$ cat src/rtl/spi_port_pkg.sv
`timescale 1ns/1ps
package spi_port_pkg;
    localparam int BYTE_W = 8;
    localparam int ADDR_W = 2;
    localparam int HALF_W = 7;

    localparam logic [ADDR_W-1:0] OFS_CTRL = 2'd0;
    localparam logic [ADDR_W-1:0] OFS_STAT = 2'd1;
    localparam logic [ADDR_W-1:0] OFS_DATA = 2'd2;

    // control byte; field order is bit 7 down to bit 0
    typedef struct packed {
        logic       irq_en;
        logic       enable;
        logic       lsb_first;
        logic       master;
        logic       cpol;
        logic       cpha;
        logic [1:0] rate;
    } ctrl_t;

    // half of the SCK period in system cycles
    function automatic logic [HALF_W-1:0] half_period(input logic [1:0] rate, input logic dbl);
        logic [HALF_W-1:0] base;
        case (rate)
            2'd0:    base = HALF_W'(2);
            2'd1:    base = HALF_W'(8);
            2'd2:    base = HALF_W'(32);
            default: base = HALF_W'(64);
        endcase
        return dbl ? (base >> 1) : base;
    endfunction
endpackage

$ cat src/rtl/spi_port_clkdiv.sv
`timescale 1ns/1ps
module spi_port_clkdiv #(
    parameter int HALF_W = 7
) (
    input  logic              clk,
    input  logic              rst_n,
    input  logic              run,
    input  logic [HALF_W-1:0] half,
    output logic              lead,
    output logic              trail,
    output logic              phase
);
    typedef struct packed {
        logic [HALF_W-1:0] cnt;
        logic              ph;
    } div_t;

    div_t div_q, div_d;

    always_comb begin
        div_d = div_q;
        lead  = 1'b0;
        trail = 1'b0;
        if (!run) begin
            div_d.cnt = '0;
            div_d.ph  = 1'b0;
        end else if (div_q.cnt == half - 1'b1) begin
            div_d.cnt = '0;
            div_d.ph  = ~div_q.ph;
            lead      = ~div_q.ph;
            trail     = div_q.ph;
        end else begin
            div_d.cnt = div_q.cnt + 1'b1;
        end
    end

    always_ff @(posedge clk or negedge rst_n) begin
        if (!rst_n) div_q <= '0;
        else        div_q <= div_d;
    end

    assign phase = div_q.ph;
endmodule

$ cat src/rtl/spi_port_sync.sv
`timescale 1ns/1ps
module spi_port_sync #(
    parameter int STAGES = 2
) (
    input  logic clk,
    input  logic rst_n,
    input  logic sck_in,
    input  logic ss_n_in,
    output logic sck_rise,
    output logic sck_fall,
    output logic ss_n_s
);
    typedef struct packed {
        logic [STAGES-1:0] sck_sh;
        logic [STAGES-1:0] ss_sh;
        logic              sck_prev;
    } sync_t;

    sync_t sy_q, sy_d;
    logic  sck_s;

    assign sck_s  = sy_q.sck_sh[STAGES-1];
    assign ss_n_s = sy_q.ss_sh[STAGES-1];

    always_comb begin
        sy_d          = sy_q;
        sy_d.sck_sh   = {sy_q.sck_sh[STAGES-2:0], sck_in};
        sy_d.ss_sh    = {sy_q.ss_sh[STAGES-2:0], ss_n_in};
        sy_d.sck_prev = sck_s;
        sck_rise      = sck_s & ~sy_q.sck_prev;
        sck_fall      = ~sck_s & sy_q.sck_prev;
    end

    always_ff @(posedge clk or negedge rst_n) begin
        if (!rst_n) begin
            sy_q.sck_sh   <= '0;
            sy_q.ss_sh    <= '1;
            sy_q.sck_prev <= 1'b0;
        end else begin
            sy_q <= sy_d;
        end
    end
endmodule

$ cat src/rtl/spi_port_shift.sv
`timescale 1ns/1ps
module spi_port_shift #(
    parameter int W = 8
) (
    input  logic         clk,
    input  logic         rst_n,
    input  logic         start,
    input  logic         abort,
    input  logic         lead,
    input  logic         trail,
    input  logic         cpha,
    input  logic         lsb_first,
    input  logic         in_bit,
    input  logic [W-1:0] load_val,
    output logic         out_bit,
    output logic         active,
    output logic         done,
    output logic [W-1:0] rx_next
);
    localparam int CNT_W = $clog2(2 * W);
    localparam logic [CNT_W-1:0] LAST_EDGE = CNT_W'(2 * W - 1);

    typedef struct packed {
        logic [W-1:0]     sr;
        logic             hold;
        logic             obit;
        logic [CNT_W-1:0] cnt;
        logic             run;
    } sh_t;

    sh_t sh_q, sh_d;

    function automatic logic head(input logic [W-1:0] v, input logic lsb);
        return lsb ? v[0] : v[W-1];
    endfunction

    function automatic logic [W-1:0] push(input logic [W-1:0] v, input logic b, input logic lsb);
        return lsb ? {b, v[W-1:1]} : {v[W-2:0], b};
    endfunction

    always_comb begin
        sh_d = sh_q;
        done = 1'b0;
        if (abort) begin
            sh_d.run = 1'b0;
            sh_d.cnt = '0;
        end else if (start) begin
            sh_d.sr   = load_val;
            sh_d.cnt  = '0;
            sh_d.run  = 1'b1;
            sh_d.obit = head(load_val, lsb_first);
        end else if (sh_q.run && (lead || trail)) begin
            if (lead) begin
                if (cpha) sh_d.obit = head(sh_q.sr, lsb_first);
                else      sh_d.hold = in_bit;
            end else begin
                sh_d.sr = push(sh_q.sr, cpha ? in_bit : sh_q.hold, lsb_first);
            end
            if (sh_q.cnt == LAST_EDGE) begin
                sh_d.run = 1'b0;
                sh_d.cnt = '0;
                done     = 1'b1;
            end else begin
                sh_d.cnt = sh_q.cnt + 1'b1;
            end
        end
    end

    always_ff @(posedge clk or negedge rst_n) begin
        if (!rst_n) sh_q <= '0;
        else        sh_q <= sh_d;
    end

    assign out_bit = cpha ? sh_q.obit : head(sh_q.sr, lsb_first);
    assign active  = sh_q.run;
    assign rx_next = sh_d.sr;
endmodule

$ cat src/rtl/spi_port.sv
`timescale 1ns/1ps
module spi_port
    import spi_port_pkg::*;
#(
    parameter int SYNC_STAGES = 2
) (
    input  logic              clk,
    input  logic              rst_n,
    input  logic [ADDR_W-1:0] bus_addr,
    input  logic              bus_wr,
    input  logic              bus_rd,
    input  logic [BYTE_W-1:0] bus_wdata,
    output logic [BYTE_W-1:0] bus_rdata,
    output logic              irq,
    input  logic              irq_ack,
    input  logic              sck_in,
    input  logic              ss_n_in,
    input  logic              mosi_in,
    input  logic              miso_in,
    output logic              sck_out,
    output logic              mosi_out,
    output logic              miso_out
);
    typedef struct packed {
        ctrl_t             ctrl;
        logic              dbl;
        logic              flag;
        logic              wcol;
        logic              arm;
        logic [BYTE_W-1:0] data;
    } regs_t;

    regs_t reg_q, reg_d;

    logic              en_q, master_q, cpol_q, flag_q, wcol_q;
    logic [BYTE_W-1:0] data_q;
    logic              wr_ctrl, wr_stat, wr_data, rd_stat, rd_data;
    logic              slave_sel, busy, m_start, s_start, start, abort;
    logic              m_lead, m_trail, m_phase, s_rise, s_fall, ss_s;
    logic              lead, trail, in_bit, out_bit, active, done;
    logic [BYTE_W-1:0] rx_next, load_val;
    logic [HALF_W-1:0] half;

    assign en_q     = reg_q.ctrl.enable;
    assign master_q = reg_q.ctrl.master;
    assign cpol_q   = reg_q.ctrl.cpol;
    assign flag_q   = reg_q.flag;
    assign wcol_q   = reg_q.wcol;
    assign data_q   = reg_q.data;

    assign wr_ctrl = bus_wr && bus_addr == OFS_CTRL;
    assign wr_stat = bus_wr && bus_addr == OFS_STAT;
    assign wr_data = bus_wr && bus_addr == OFS_DATA;
    assign rd_stat = bus_rd && bus_addr == OFS_STAT;
    assign rd_data = bus_rd && bus_addr == OFS_DATA;

    assign slave_sel = en_q & ~master_q & ~ss_s;
    assign busy      = active | slave_sel;
    assign m_start   = wr_data & en_q & master_q & ~active;
    assign s_start   = slave_sel & ~active;
    assign start     = m_start | s_start;
    assign abort     = active & (~en_q | (~master_q & ss_s));
    assign load_val  = m_start ? bus_wdata : data_q;
    assign lead      = master_q ? m_lead  : (cpol_q ? s_fall : s_rise);
    assign trail     = master_q ? m_trail : (cpol_q ? s_rise : s_fall);
    assign in_bit    = master_q ? miso_in : mosi_in;
    assign half      = half_period(reg_q.ctrl.rate, reg_q.dbl);

    spi_port_clkdiv #(.HALF_W(HALF_W)) u_div (
        .clk   (clk),
        .rst_n (rst_n),
        .run   (master_q & active),
        .half  (half),
        .lead  (m_lead),
        .trail (m_trail),
        .phase (m_phase)
    );

    spi_port_sync #(.STAGES(SYNC_STAGES)) u_sync (
        .clk      (clk),
        .rst_n    (rst_n),
        .sck_in   (sck_in),
        .ss_n_in  (ss_n_in),
        .sck_rise (s_rise),
        .sck_fall (s_fall),
        .ss_n_s   (ss_s)
    );

    spi_port_shift #(.W(BYTE_W)) u_shift (
        .clk       (clk),
        .rst_n     (rst_n),
        .start     (start),
        .abort     (abort),
        .lead      (lead),
        .trail     (trail),
        .cpha      (reg_q.ctrl.cpha),
        .lsb_first (reg_q.ctrl.lsb_first),
        .in_bit    (in_bit),
        .load_val  (load_val),
        .out_bit   (out_bit),
        .active    (active),
        .done      (done),
        .rx_next   (rx_next)
    );

    always_comb begin
        reg_d = reg_q;
        if (wr_ctrl) reg_d.ctrl = ctrl_t'(bus_wdata);
        if (wr_stat) reg_d.dbl  = bus_wdata[0];
        if (rd_data) reg_d.wcol = 1'b0;
        if (wr_data) begin
            if (busy) reg_d.wcol = 1'b1;
            else      reg_d.data = bus_wdata;
        end
        if (rd_stat && reg_q.flag) reg_d.arm = 1'b1;
        if ((rd_data || wr_data) && reg_q.arm) begin
            reg_d.flag = 1'b0;
            reg_d.arm  = 1'b0;
        end
        if (irq_ack) reg_d.flag = 1'b0;
        if (done) begin
            reg_d.data = rx_next;
            reg_d.flag = 1'b1;
        end
    end

    always_ff @(posedge clk or negedge rst_n) begin
        if (!rst_n) reg_q <= '0;
        else        reg_q <= reg_d;
    end

    always_comb begin
        case (bus_addr)
            OFS_CTRL: bus_rdata = reg_q.ctrl;
            OFS_STAT: bus_rdata = {flag_q, wcol_q, 5'b0, reg_q.dbl};
            OFS_DATA: bus_rdata = data_q;
            default:  bus_rdata = '0;
        endcase
    end

    assign irq      = flag_q & reg_q.ctrl.irq_en;
    assign sck_out  = cpol_q ^ m_phase;
    assign mosi_out = master_q ? out_bit : 1'b0;
    assign miso_out = master_q ? 1'b0 : out_bit;
endmodule

$ cat config.mk
export PLATFORM = sky130hd
export DESIGN_NAME = spi_port
export DESIGN_NICKNAME = d
export VERILOG_FILES = /design/src/rtl/spi_port_pkg.sv /design/src/rtl/spi_port_clkdiv.sv /design/src/rtl/spi_port_sync.sv /design/src/rtl/spi_port_shift.sv /design/src/rtl/spi_port.sv
export SDC_FILE = /design/constraint.sdc
export NUM_CORES = 1
export LEC_CHECK = 0
export ABC_AREA = 0
export CAP_MARGIN = 20
export CORE_MARGIN = 2
export CORE_UTILIZATION = 30
export CTS_CLUSTER_DIAMETER = 80
export DETAILED_ROUTE_END_ITERATION = 8
export PLACE_DENSITY = 0.47
export SYNTH_ARGS = -nofsm -noshare
export SYNTH_HDL_FRONTEND = slang
export SYNTH_SLANG_ARGS = --single-unit
$ cat constraint.sdc
create_clock -name clk -period 2.3 [get_ports clk]
set_input_delay 0.345 -clock clk [delete_from_list [all_inputs] [get_ports clk]]
set_output_delay 0.345 -clock clk [all_outputs]
set_load 0.005 [all_outputs]
* Word level (Yosys, flattened, before mapping)
Cells that the tools add are included.
** Storage, ports and cells
- Register bits after elaboration :: 48
- Bits of input ports :: 19
- Output and inout bits :: 12
- Word-level logic and storage cells :: 133
** Cells by class
- $add $sub $neg :: 3
- Equality and inequality tests :: 8
- Muxes and demuxes :: 50
- Bitwise logic cells :: 26
- Reductions and logical operators :: 24
** Operators with widths (number)
- 2-to-1 mux 8 bit :: 8
- 2-to-1 mux 1 bit :: 32
- one-hot mux 8 bit (3 select lines) :: 1
- one-hot mux 7 bit (3 select lines) :: 1
- 2-to-1 mux 15 bit :: 1
- 2-to-1 mux 7 bit :: 2
- AND 1 bit :: 12
- 2-to-1 mux 10 bit :: 1
- NOT 1 bit :: 10
- nonzero test 2 bit :: 5
- nonzero test 3 bit :: 3
- logical AND 1 bit :: 8
- adder 7 x 1 -> 7 bit (second input constant) :: 1
- equality test 7 bit :: 1
- subtractor 7 x 1 -> 7 bit (second input constant) :: 1
- 2-to-1 mux 6 bit :: 1
- 2-to-1 mux 5 bit :: 1
- AND reduction 5 bit :: 1
- adder 4 x 1 -> 4 bit (second input constant) :: 1
- equality test 2 x 1 -> 1 bit (second input constant) :: 2
- equality test 2 bit (second input constant) :: 2
- equality test 4 bit (second input constant) :: 1
- logical NOT 2 bit :: 2
- 2-to-1 mux 4 bit :: 1
- 8 further kinds :: 12

* Longest topological paths before layout
Gate-level depths: netlist of the first run.
- Depth after elaboration :: 15
- Mapped depth :: 8
- Depth with buffers taken out :: 7

* Modules after synthesis
Synthesis of the first run repeated with hierarchy kept, for this count alone.
** Second synthesis, totals
- Cells, all modules :: 307
- Area, all modules :: 3071.7 µm²
** Modules (own cells, without submodules)
- spi_port :: instances 1, cells each 142, area each 1343.8 µm², sequential area each 500.5 µm²
- spi_port_shift :: instances 1, cells each 102, area each 1008.5 µm², sequential area each 375.4 µm²
- spi_port_clkdiv :: instances 1, cells each 56, area each 576.8 µm², sequential area each 200.2 µm²
- spi_port_sync :: instances 1, cells each 7, area each 142.6 µm², sequential area each 127.6 µm²

* Worst setup path before layout of the first run
No wires, ideal clock.
- Path kind :: register to register
- Start point :: register reg_q[12] (netlist name)
- End point :: register reg_q (netlist bit data_q[1])
- Library setup time :: 0.125 ns
- Arrival :: 2.234 ns
- Required time :: 2.175 ns
- Slack :: -0.060 ns
- Stages on the path, launching flop included :: 9
- Path buffers :: 1
- Clock period less this slack :: 2.360 ns
- Cell sequence :: dfrtp_1 -> nor2b_4 -> o2111a_1 -> or2_4 -> nor4_4 -> nor2_2 -> or3_1 -> buf_6 -> mux2_4
** Between the ends
- Cells in the longest elaborated chain, start to end :: 15
- Elaborated cells on any way between the ends :: 26
- Those cells by class :: add/sub (1); eq/ne (4); mux (16); reduce/logical (5)
** RTL lines
- from (decl) :: RTL line spi_port.sv:33 : regs_t reg_q, reg_d;
- from (signal assigned) :: RTL line spi_port.sv:129 : else reg_q <= reg_d;
- equality test 2 bit, or another cell as far along :: RTL line spi_port_pkg.sv:25 : case (rate)
- one-hot mux 7 bit (3 select lines) * :: RTL line spi_port_pkg.sv:25
- 2-to-1 mux 7 bit * :: RTL line spi_port_pkg.sv:31 : return dbl ? (base >> 1) : base;
- subtractor 7 x 1 -> 7 bit * :: RTL line spi_port_clkdiv.sv:27 : end else if (div_q.cnt == half - 1'b1) begin
- equality test 7 bit * :: RTL line spi_port_clkdiv.sv:27
- 2-to-1 mux 1 bit :: RTL line spi_port_clkdiv.sv:27
- 2-to-1 mux 1 bit :: RTL line spi_port_clkdiv.sv:24 : if (!run) begin
- 2-to-1 mux 1 bit, on equally long branches :: RTL line spi_port.sv:64, spi_port.sv:65
- logical OR 1 bit :: RTL line spi_port_shift.sv:52 : end else if (sh_q.run && (lead || trail)) begin
- logical AND 1 bit :: RTL line spi_port_shift.sv:52
- 2-to-1 mux 1 bit :: RTL line spi_port_shift.sv:52
- 2-to-1 mux 1 bit :: RTL line spi_port_shift.sv:47 : end else if (start) begin
- 2-to-1 mux 1 bit :: RTL line spi_port_shift.sv:44 : if (abort) begin
- != test 2 x 1 -> 1 bit (no line) / nonzero test 2 bit (equally long branches)
- AND reduction 2 bit (no line)
Every way passes the cells marked *; elsewhere a longest branch is shown, timed or not. The select of a mux whose other input is x is not followed.
A chain may end at the register's enable or synchronous reset.

* Worst setup path after layout of the first run
- Start point :: register reg_q[12] (netlist name)
- End point :: register reg_q (netlist bit data_q[2])
Same word-level chain as after synthesis.

==> impl.org, run 1 <==
** Final layout
- Total inserted antenna cells :: 0
- In the final design database the tool counted between 300 and 400 nets.
- Share of layout cells above drive strength 1 :: between 20 and 30%
- Cells fill around two fifths of the core in the end.
- Area growth from synthesis to final layout :: 31.8%

** Worst setup path
- Data on the critical path is required at its endpoint by about 2500 ps.
- STA classifies the critical path startpoint as a flop.
- Of all nets on the critical path, the largest fanout is 8.
- Critical Setup Path Class :: reg2reg
- Arrival time at the worst endpoint :: around 2500 ps
- Critical path endpoint category :: flop

** Floorplanning
- Placeable Area :: a little over 0.009 mm²
- Measured along the y axis, the die boundary spans roughly 100 µm.
- The floorplan step defined a die boundary enclosing about 0.01 mm².
- Floorplan row count :: 35
- Effective utilization at floorplan :: a little under a third
- Top-level port count :: 31
- Die outline width :: a little over 100 µm

** Routing
- Count of nets left with antenna violations after detail routing :: 0
- The routed design has 7600 µm of wire.
- In the routed design, unresolved DRC markers number 0.
- Drt first-iter violations :: 104
- The first detailed-routing pass ran for 4 iterations.
- WL per Instance :: between 15 and 20 µm
- The routed layout has roughly 2400 vias.
- Post-detailed-route via-to-cell ratio :: slightly below 5

** Timing
- Based on the critical path, the design can be clocked at up to ~0.43 GHz.
- Normalized max-slew margin :: 56.6%
- On the final layout, the worst clock skew is 7.14 ps.
- Final-report setup violation count :: 5
- After layout, the worst setup slack is -19.6 ps.
- Period Utilization, post-route :: 101%
- Setup tns final :: -69.3 ps
- The number of failing hold endpoints at the final stage came to 0.
- After layout, the minimum clock period comes to 2320 ps.
- Setup repair after global routing could not meet its margin everywhere.
- The number of pins exceeding their max-slew limit in the final report was 0.
- At the pin with the least slew margin, the transition time is 651 ps.

** Logic synthesis
- Number of synthesized register bits :: 48
- By area the synthesized netlist is led by sky130_fd_sc_hd__dfrtp_1 40%, sky130_fd_sc_hd__mux2i_1 8.1%, sky130_fd_sc_hd__mux2_2 5.1%.
- During synthesis, Yosys emitted a total of 0 warnings.
- Register area share after synthesis :: approximately 42%
- Share of async-settable or async-resettable flops after synthesis :: 100%
- Synth cell types :: 59
- In this run the biggest area consumer among cell types represents 40.4% of the synthesized area.
- The biggest area contributor in the post-synthesis netlist is sky130_fd_sc_hd__dfrtp_1.
- In the synthesized netlist the dominant register cell turns out to be sky130_fd_sc_hd__dfrtp_1.
- A synthesized cell averages 10.1 µm².
- The cell area that synthesis handed to floorplanning was 0.00285 mm².
- Nets in the synthesized netlist :: approximately 300
- Number of flops mapped to enable cells by yosys :: 0
- Cells after Synth :: between 200 and 300

** Clock network
- Counting along the longest clock path gives a buffer depth of 2.
- The later pin in the worst-skew pair is clocked with a latency of ~310 ps.
- TritonCTS built the clock tree.
- Clock-pin slew was measured on the worst setup and hold paths at around 100 ps.
- Clock sink count :: 48
- TritonCTS created 5 clock buffers.
- In this run the clock root is driven by a sky130_fd_sc_hd__clkbuf_8.
- CTS Hold Bufs :: 0
- The H-tree was split into 2 levels.

** Pwr
- The analysis attributes to net switching a power of roughly 950 µW.
- Switching power as a share of total power :: around a third
- IR analysis of the VDD net gives a maximum drop of 0.000469 V.
- Leakage power :: roughly 1.6 nW
- Cell internal power dissipation :: between 1.5 and 2 mW
- The clock network is responsible for approximately 22% of the overall power.
- Power per cell area :: 757 mW/mm²
- Relative contribution of combinational cells to total power :: roughly 35%
- Post-route total power :: roughly 2.8 mW
- Proportion of power drawn by flip-flops and latches :: 43.2%

** Placement
- Summed over all nets, the half-perimeter wirelength after detailed placement is roughly 5500 µm.
- The count of buffers added on input and output ports is 30.
- Routability Congestion :: roughly 0.81

** GRT
- GRT Residual Overflow :: 0
- Combined global-route utilization of all metal layers :: between 15 and 20%
- First-pass GRT wire length :: approximately 12000 µm
- Antenna violations before repair :: 0
- Largest net degree at the start of global routing :: approximately 50
- The number of global-route vias before repair is 2395.

** Outcome
- The run finished, with violations left.
- Violations in the final reports :: setup timing

** Run
- Max-cap violations :: 0

** Hold path
- Worst Hold Class :: in2async
## logic make-up (layout without fill, tap and decap cells)
kind of cell,after synthesis,after routing,share of synthesized area (%)
AO/OA/AOI/OAI,63,63,16.4
multiplexers,42,42,16.7
AND/OR/NAND/NOR,95,95,17.7
XOR/XNOR,8,8,2.46
flip-flops,48,48,42.3
adder cells (fa/ha/maj),2,2,0.879
buffers and inverters,25,95,3.65
## synth_stat cells, drive strengths merged, types with 2 or more instances
master	instances
nor2b	8
a21oi	5
nand4	2
or2	2
nand2	26
o21ai	21
xnor2	2
or4	2
dfrtp	46
and2	4
dfstp	2
a22oi	8
mux2i	23
clkbuf	7
xor2	6
o211ai	3
nor2	27
o31a	2
inv	14
mux2	18
buf	4
nand3	5
o221ai	7
a22o	2
ha	2
or3	2
a21o	2
nor3	4
nor4	3
a221oi	2
nand2b	5
## per-stage QoR
step | worst slack [ps] | cell area (µm²) | instances | hold slack, ps
after floorplan | 8.71 | 2850 | 283 | 49.4
final | -19.6 | 3750 | 482 | 142
after detailed placement | -177 | 3560 | 471 | 339
after CTS | -19.1 | 3710 | 480 | 168
after global routing | -113 | 3750 | 482 | 188
after global placement | -130 | 3560 | 471 | 332
## cell type report
type,count,area (µm²)
clock buffer,5,68.8
sequential,48,1210
fill,901,5490
tap,129,161
timing repair buffer,73,626
inverter,14,52.6
multi-input combinational,210,1600
clock inverter,3,42.5
## repair_timing
item,in CTS,in global routing
setup buffers,1,2
pin swaps,1,3
setup endpoints to repair,15,16
resized for setup,12,8
## critical path: stages (launching register included)
cell and delay, ps:
sky130_fd_sc_hd__dfrtp_2 460, sky130_fd_sc_hd__nor2b_4 140, sky130_fd_sc_hd__o2111a_1 240, sky130_fd_sc_hd__or2_4 280, sky130_fd_sc_hd__nor4_4 130, sky130_fd_sc_hd__buf_4 170, sky130_fd_sc_hd__nor2_4 30, sky130_fd_sc_hd__or3_4 440
sky130_fd_sc_hd__mux2_4 320
## placed cells by master (no fill, tap or decap), drive strengths merged, types with 5 or more instances in the layout
cell type / Yosys / final
a21oi: 5 / 5
a22oi: 8 / 8
buf: 4 / 44
clkbuf: 7 / 5
clkdlybuf4s50: 0 / 29
dfrtp: 46 / 46
inv: 14 / 14
mux2: 18 / 18
mux2i: 23 / 23
nand2: 26 / 26
nand2b: 5 / 5
nand3: 5 / 5
nor2: 27 / 27
nor2b: 8 / 8
o21ai: 21 / 21
o221ai: 7 / 7
xor2: 6 / 6
## registers in the layout, indices dropped and copies added (netlist names)
signal / flops
reg_q: 7
u_div.div_q: 7
en_q: 1
data_q: 8
master_q: 1
wcol_q: 1
u_sync.sck_s: 1
u_sync.sy_q: 1
u_shift.sh_q: 14
u_shift.active: 1
u_sync.sy_d: 2
u_div.phase: 1
cpol_q: 1
u_sync.ss_n_s: 1
flag_q: 1
## power by group through the flow
stage / combinational, mW / clock (mW) / sequential (mW)
after CTS: 0.969 / 0.655 / 1.23
final: 0.982 / 0.632 / 1.23
after global placement: 0.945 / 0 / 1.24
after floorplan: 0.631 / 0 / 1.16
after global routing: 1.08 / 0.685 / 1.26
after detailed placement: 0.954 / 0 / 1.24
## path summary, 6_finish.rpt
check | cells past startpoint | startpoint | endpoint | slack, ps
min reg2reg | 0 | u_sync.sy_d[4] | u_sync.sck_s | 360
max in group asynchronous | 2 | rst_n | reg_q[13] | 1690
min in group clk | 0 | u_sync.sy_d[4] | u_sync.sck_s | 360
min | 2 | rst_n | u_div.div_q[2] | 140
max reg2reg | 8 | reg_q[12] | data_q[2] | -20
max | 8 | reg_q[12] | data_q[2] | -20
## layer usage
metal	vias to the layer above	part of all wire, %	global-route usage [%]
li1	1167	-	-
met1	1144	49	21.7
met2	55	44	24.3
met3	15	4.4	2.76
met4	0	2.3	4.99
met5	-	0	0
(Power assumes the default switching activity.)
==> run 2: changes to the inputs <==
- REMOVE_ABC_BUFFERS: unset -> 1
- SLEW_MARGIN: unset -> 20
==> run 2 against run 1 <==
Net effect: the run still ends with setup timing left; total power increased by 0.42%; fmax decreased by 0.21%; worst hold slack got worse by 110 ps; clock-buffer cell count unchanged; clock power increased by 2%; via count about the same; first-iteration DRC count increased by 19%; clock skew increased by 4.7 ps; critical path type unchanged; largest power group unchanged; highest routed layer unchanged.
==> impl.org, run 2 (same netlist as run 1, synthesis figures left out) <==
** Outcome
- The flow ran to the end, but the final reports show violations.
- Violations in the final reports :: setup timing

** Hold path
- Worst Hold Class :: in2async

** Timing
- The final-report setup violation count is 5 (unchanged).
- Worst-Margin Slew :: 597 ps (-54.6 ps)
- The largest clock skew in the final design came to 11.9 ps (+4.73 ps).
- Setup repair after global routing missed its margin :: true
- Normalized max-slew margin :: 60.2% (+3.6 points)
- The number of pins exceeding their max-slew limit in the final report is 0 (unchanged).
- Final-report hold violation count :: 0 (unchanged)
- The final critical-path setup slack came to -24.5 ps (-4.96 ps).
- The tightest hold margin is 33.2 ps (-109 ps).
- The highest attainable clock frequency was 0.430 GHz (-0.21%).
- The final critical delay including setup and external delays came to 2320 ps (+4.96 ps).
- Setup tns final :: -81.0 ps (-11.7 ps)
- The final critical-path share of the clock period is 101% (+0.22 points).

** Worst setup path
- Critical Setup Path Class :: reg2reg
- Category of the worst setup path launch point :: flop
- The worst setup path is captured at a flop.
- The worst endpoint required time was 2500 ps (about the same).
- The endpoint arrival time on the critical path came to 2520 ps (about the same).
- Highest net fanout along the worst path :: 7 (-1)

** Pwr
- The leakage power figure is 1.62 nW (-0.70%).
- Post-route total power :: 2.85 mW (+0.42%)
- Net switching power :: 950 µW (+0.23%)
- Proportion of power drawn by flip-flops and latches :: 43.1% (about the same)
- Cell internal power dissipation :: 1.90 mW (+0.52%)
- The power density over the cells is 763 mW/mm² (+0.76%).
- Maximum vdd drop :: 0.000400 V (-15%)
- The switching portion of total power was 33.3% (-0.063 points).
- Relative contribution of combinational cells to total power :: 34.3% (-0.2 points)
- The part of the total power dissipated in the clock network is 22.5% (+0.3 points).

** Clock network
- TritonCTS built the clock tree.
- Number of buffers added by the clock tree synthesis step :: 5 (unchanged)
- Worst skew pair latency :: 310 ps (about the same)
- Library cell used as clock root buffer :: sky130_fd_sc_hd__clkbuf_8
- H-tree levels :: 2 (unchanged)
- The number of clock sinks was 48 (unchanged).
- The clock edge transition at the registers on the reported setup and hold paths is 100 ps (about the same).
- The number of buffers added to fix hold violations after cts came to 0 (unchanged).
- The largest buffer count on any clock path came to 2 (unchanged).

** Placement
- The count of input and output buffers was 30 (unchanged).
- The setup slack at placement was -166 ps (+10.5 ps).
- The placer's final routability congestion estimate is 0.848 (+4.8%).
- The half-perimeter wire length after placement is 5600 µm (+1.3%).

** Routing
- The first-pass iteration count of the detailed router came to 4 (unchanged).
- The total via count after detailed routing is 2382 (+0.042%).
- The post-detailed-route via-to-cell ratio is 4.97 (+0.67%).
- The violation count after the first detailed-routing iteration was 124 (+19%).
- Count of nets left with antenna violations after detail routing :: 0 (unchanged)
- The count of unresolved DRC violations after routing came to 0 (unchanged).
- The final routed wire length divided by cell count was 15.6 µm (-1.2%).
- Total Routed Length :: 7460 µm (-1.8%)

** GRT
- met2 is the most crowded layer.
- Met3 Usage GRT :: 2.76% (unchanged)
- First-pass GRT wire length :: 12600 µm (+1.2%)
- The maximum number of pins on one net before global-route repair came to 26 (-47%).
- GRT Residual Overflow :: 0 (unchanged)
- GR Util met2 :: 24.7% (+0.41 points)
- Vias in the first global route :: 2353 (-1.8%)
- Combined global-route utilization of all metal layers :: 15.6% (+0.14 points)
- The number of antenna violations at the first check in global routing came to 0 (unchanged).
- Met1 usage in global routing :: 22.2% (+0.51 points)

** Final layout
- The number of flip-flops under the largest register name is 14 (unchanged).
- The fraction of layout cells with a size suffix above 1 was 26.9% (-0.90 points).
- Counting flops per register, the top entry is u_shift.sh_q.
- Area growth from synthesis to final layout :: 31.4%
- Most used cells in the layout excluding fill and tap cells :: 45 x sky130_fd_sc_hd__dfrtp_1, 36 x sky130_fd_sc_hd__buf_4, 29 x sky130_fd_sc_hd__clkdlybuf4s50_1, 26 x sky130_fd_sc_hd__nand2_1, 25 x sky130_fd_sc_hd__nor2_1
- The sequential cell area came to 0.00120 mm² (-0.21%).
- The library cell used most frequently in the layout, excluding fill and tap cells, is sky130_fd_sc_hd__dfrtp_1.
- Total inserted antenna cells :: 0 (unchanged)
- The fraction of the core area covered by cells at the end of the flow is 40.5% (-0.14 points).
- Fillcell total :: 921 (+2.2%)
- Total number of nets in the final design :: 370 (-0.80%)
- Multi-input combinational cell area :: 0.00159 mm² (-0.55%)

** Floorplanning
- The die outline height was 101 µm (unchanged).
- The overall die width was 101 µm (unchanged).
- Placeable Area :: 0.00924 mm² (unchanged)
- The number of cell rows came to 35 (unchanged).
- The number of primary I/O pins is 31 (unchanged).
- Effective utilization at floorplan :: 30.8% (unchanged)
- The area of the die came to 0.0103 mm² (unchanged).

** Run
- The max-cap violation count came to 0 (unchanged).
## run 2: changes by cell type in the layout (fill, tap and decap cells not counted), sizes merged
cell,before,now
buf,44,41
clkinvlp,1,0
clkinv,1,2
## run 2: cell type report
type                            instances  share of cell area (%)
Inverter                               14                    1.40
Clock inverter                          3                    1.27
Tap cell                              129                    4.31
Clock buffer                            5                    1.84
Timing Repair Buffer                   70                    16.6
Sequential cell                        48                    32.2
Multi-Input combinational cell        210                    42.4
## run 2: power groups by stage
stage | Sequential (mW) | Clock, mW | Combinational [mW]
6_report | 1.23 | 0.643 | 0.980
3_3_place_gp | 1.25 | 0 | 0.927
2_1_floorplan | 1.19 | 0 | 0.581
4_1_cts | 1.23 | 0.661 | 0.972
3_5_place_dp | 1.25 | 0 | 0.941
5_1_grt | 1.27 | 0.698 | 1.09
## run 2: path summary, 6_finish.rpt
path                                start              to  slack (ps)  cells after the start
hold / removal                      rst_n       data_q[0]          30                      1
max in group asynchronous           rst_n  u_shift.active        1720                      2
hold reg to reg            u_sync.sy_d[4]    u_sync.sck_s         360                      0
min in group clk           u_sync.sy_d[4]    u_sync.sck_s         360                      0
setup / recovery                reg_q[12]       data_q[4]         -20                      8
setup reg to reg                reg_q[12]       data_q[4]         -20                      8
## run 2: timing repair
item                                    4_1_cts  5_1_grt
endpoints found under the setup margin       11       18
pin swaps                                     7        3
setup buffers                                 3        0
endpoints found under the hold margin         0        0
gates resized for setup                       9        9
gates cloned                                  0        0
## run 2: routing by layer
layer  up-vias  part of all wire, %  wire length (µm)
met5         -                    0                 0
met4         0                  1.4               104
met3        10                  3.4               257
met2        48                   45              3360
met1      1166                   50              3740
li1       1158                    -                 -
## run 2: worst max-delay path, stage by stage (launching register included)
cell and delay (ps):
sky130_fd_sc_hd__dfrtp_2 460, sky130_fd_sc_hd__nor2b_4 140, sky130_fd_sc_hd__o2111a_1 250, sky130_fd_sc_hd__or2_4 270, sky130_fd_sc_hd__nor4_4 210, sky130_fd_sc_hd__nor2_2 70
sky130_fd_sc_hd__or3_1 370, sky130_fd_sc_hd__buf_6 160, sky130_fd_sc_hd__mux2_4 290
## run 2: through the flow
step	area [µm²]	instances
after CTS	3710	479
after detailed placement	3540	468
final	3740	479
after global routing	3740	479
after global placement	3540	468
after floorplan	2800	272
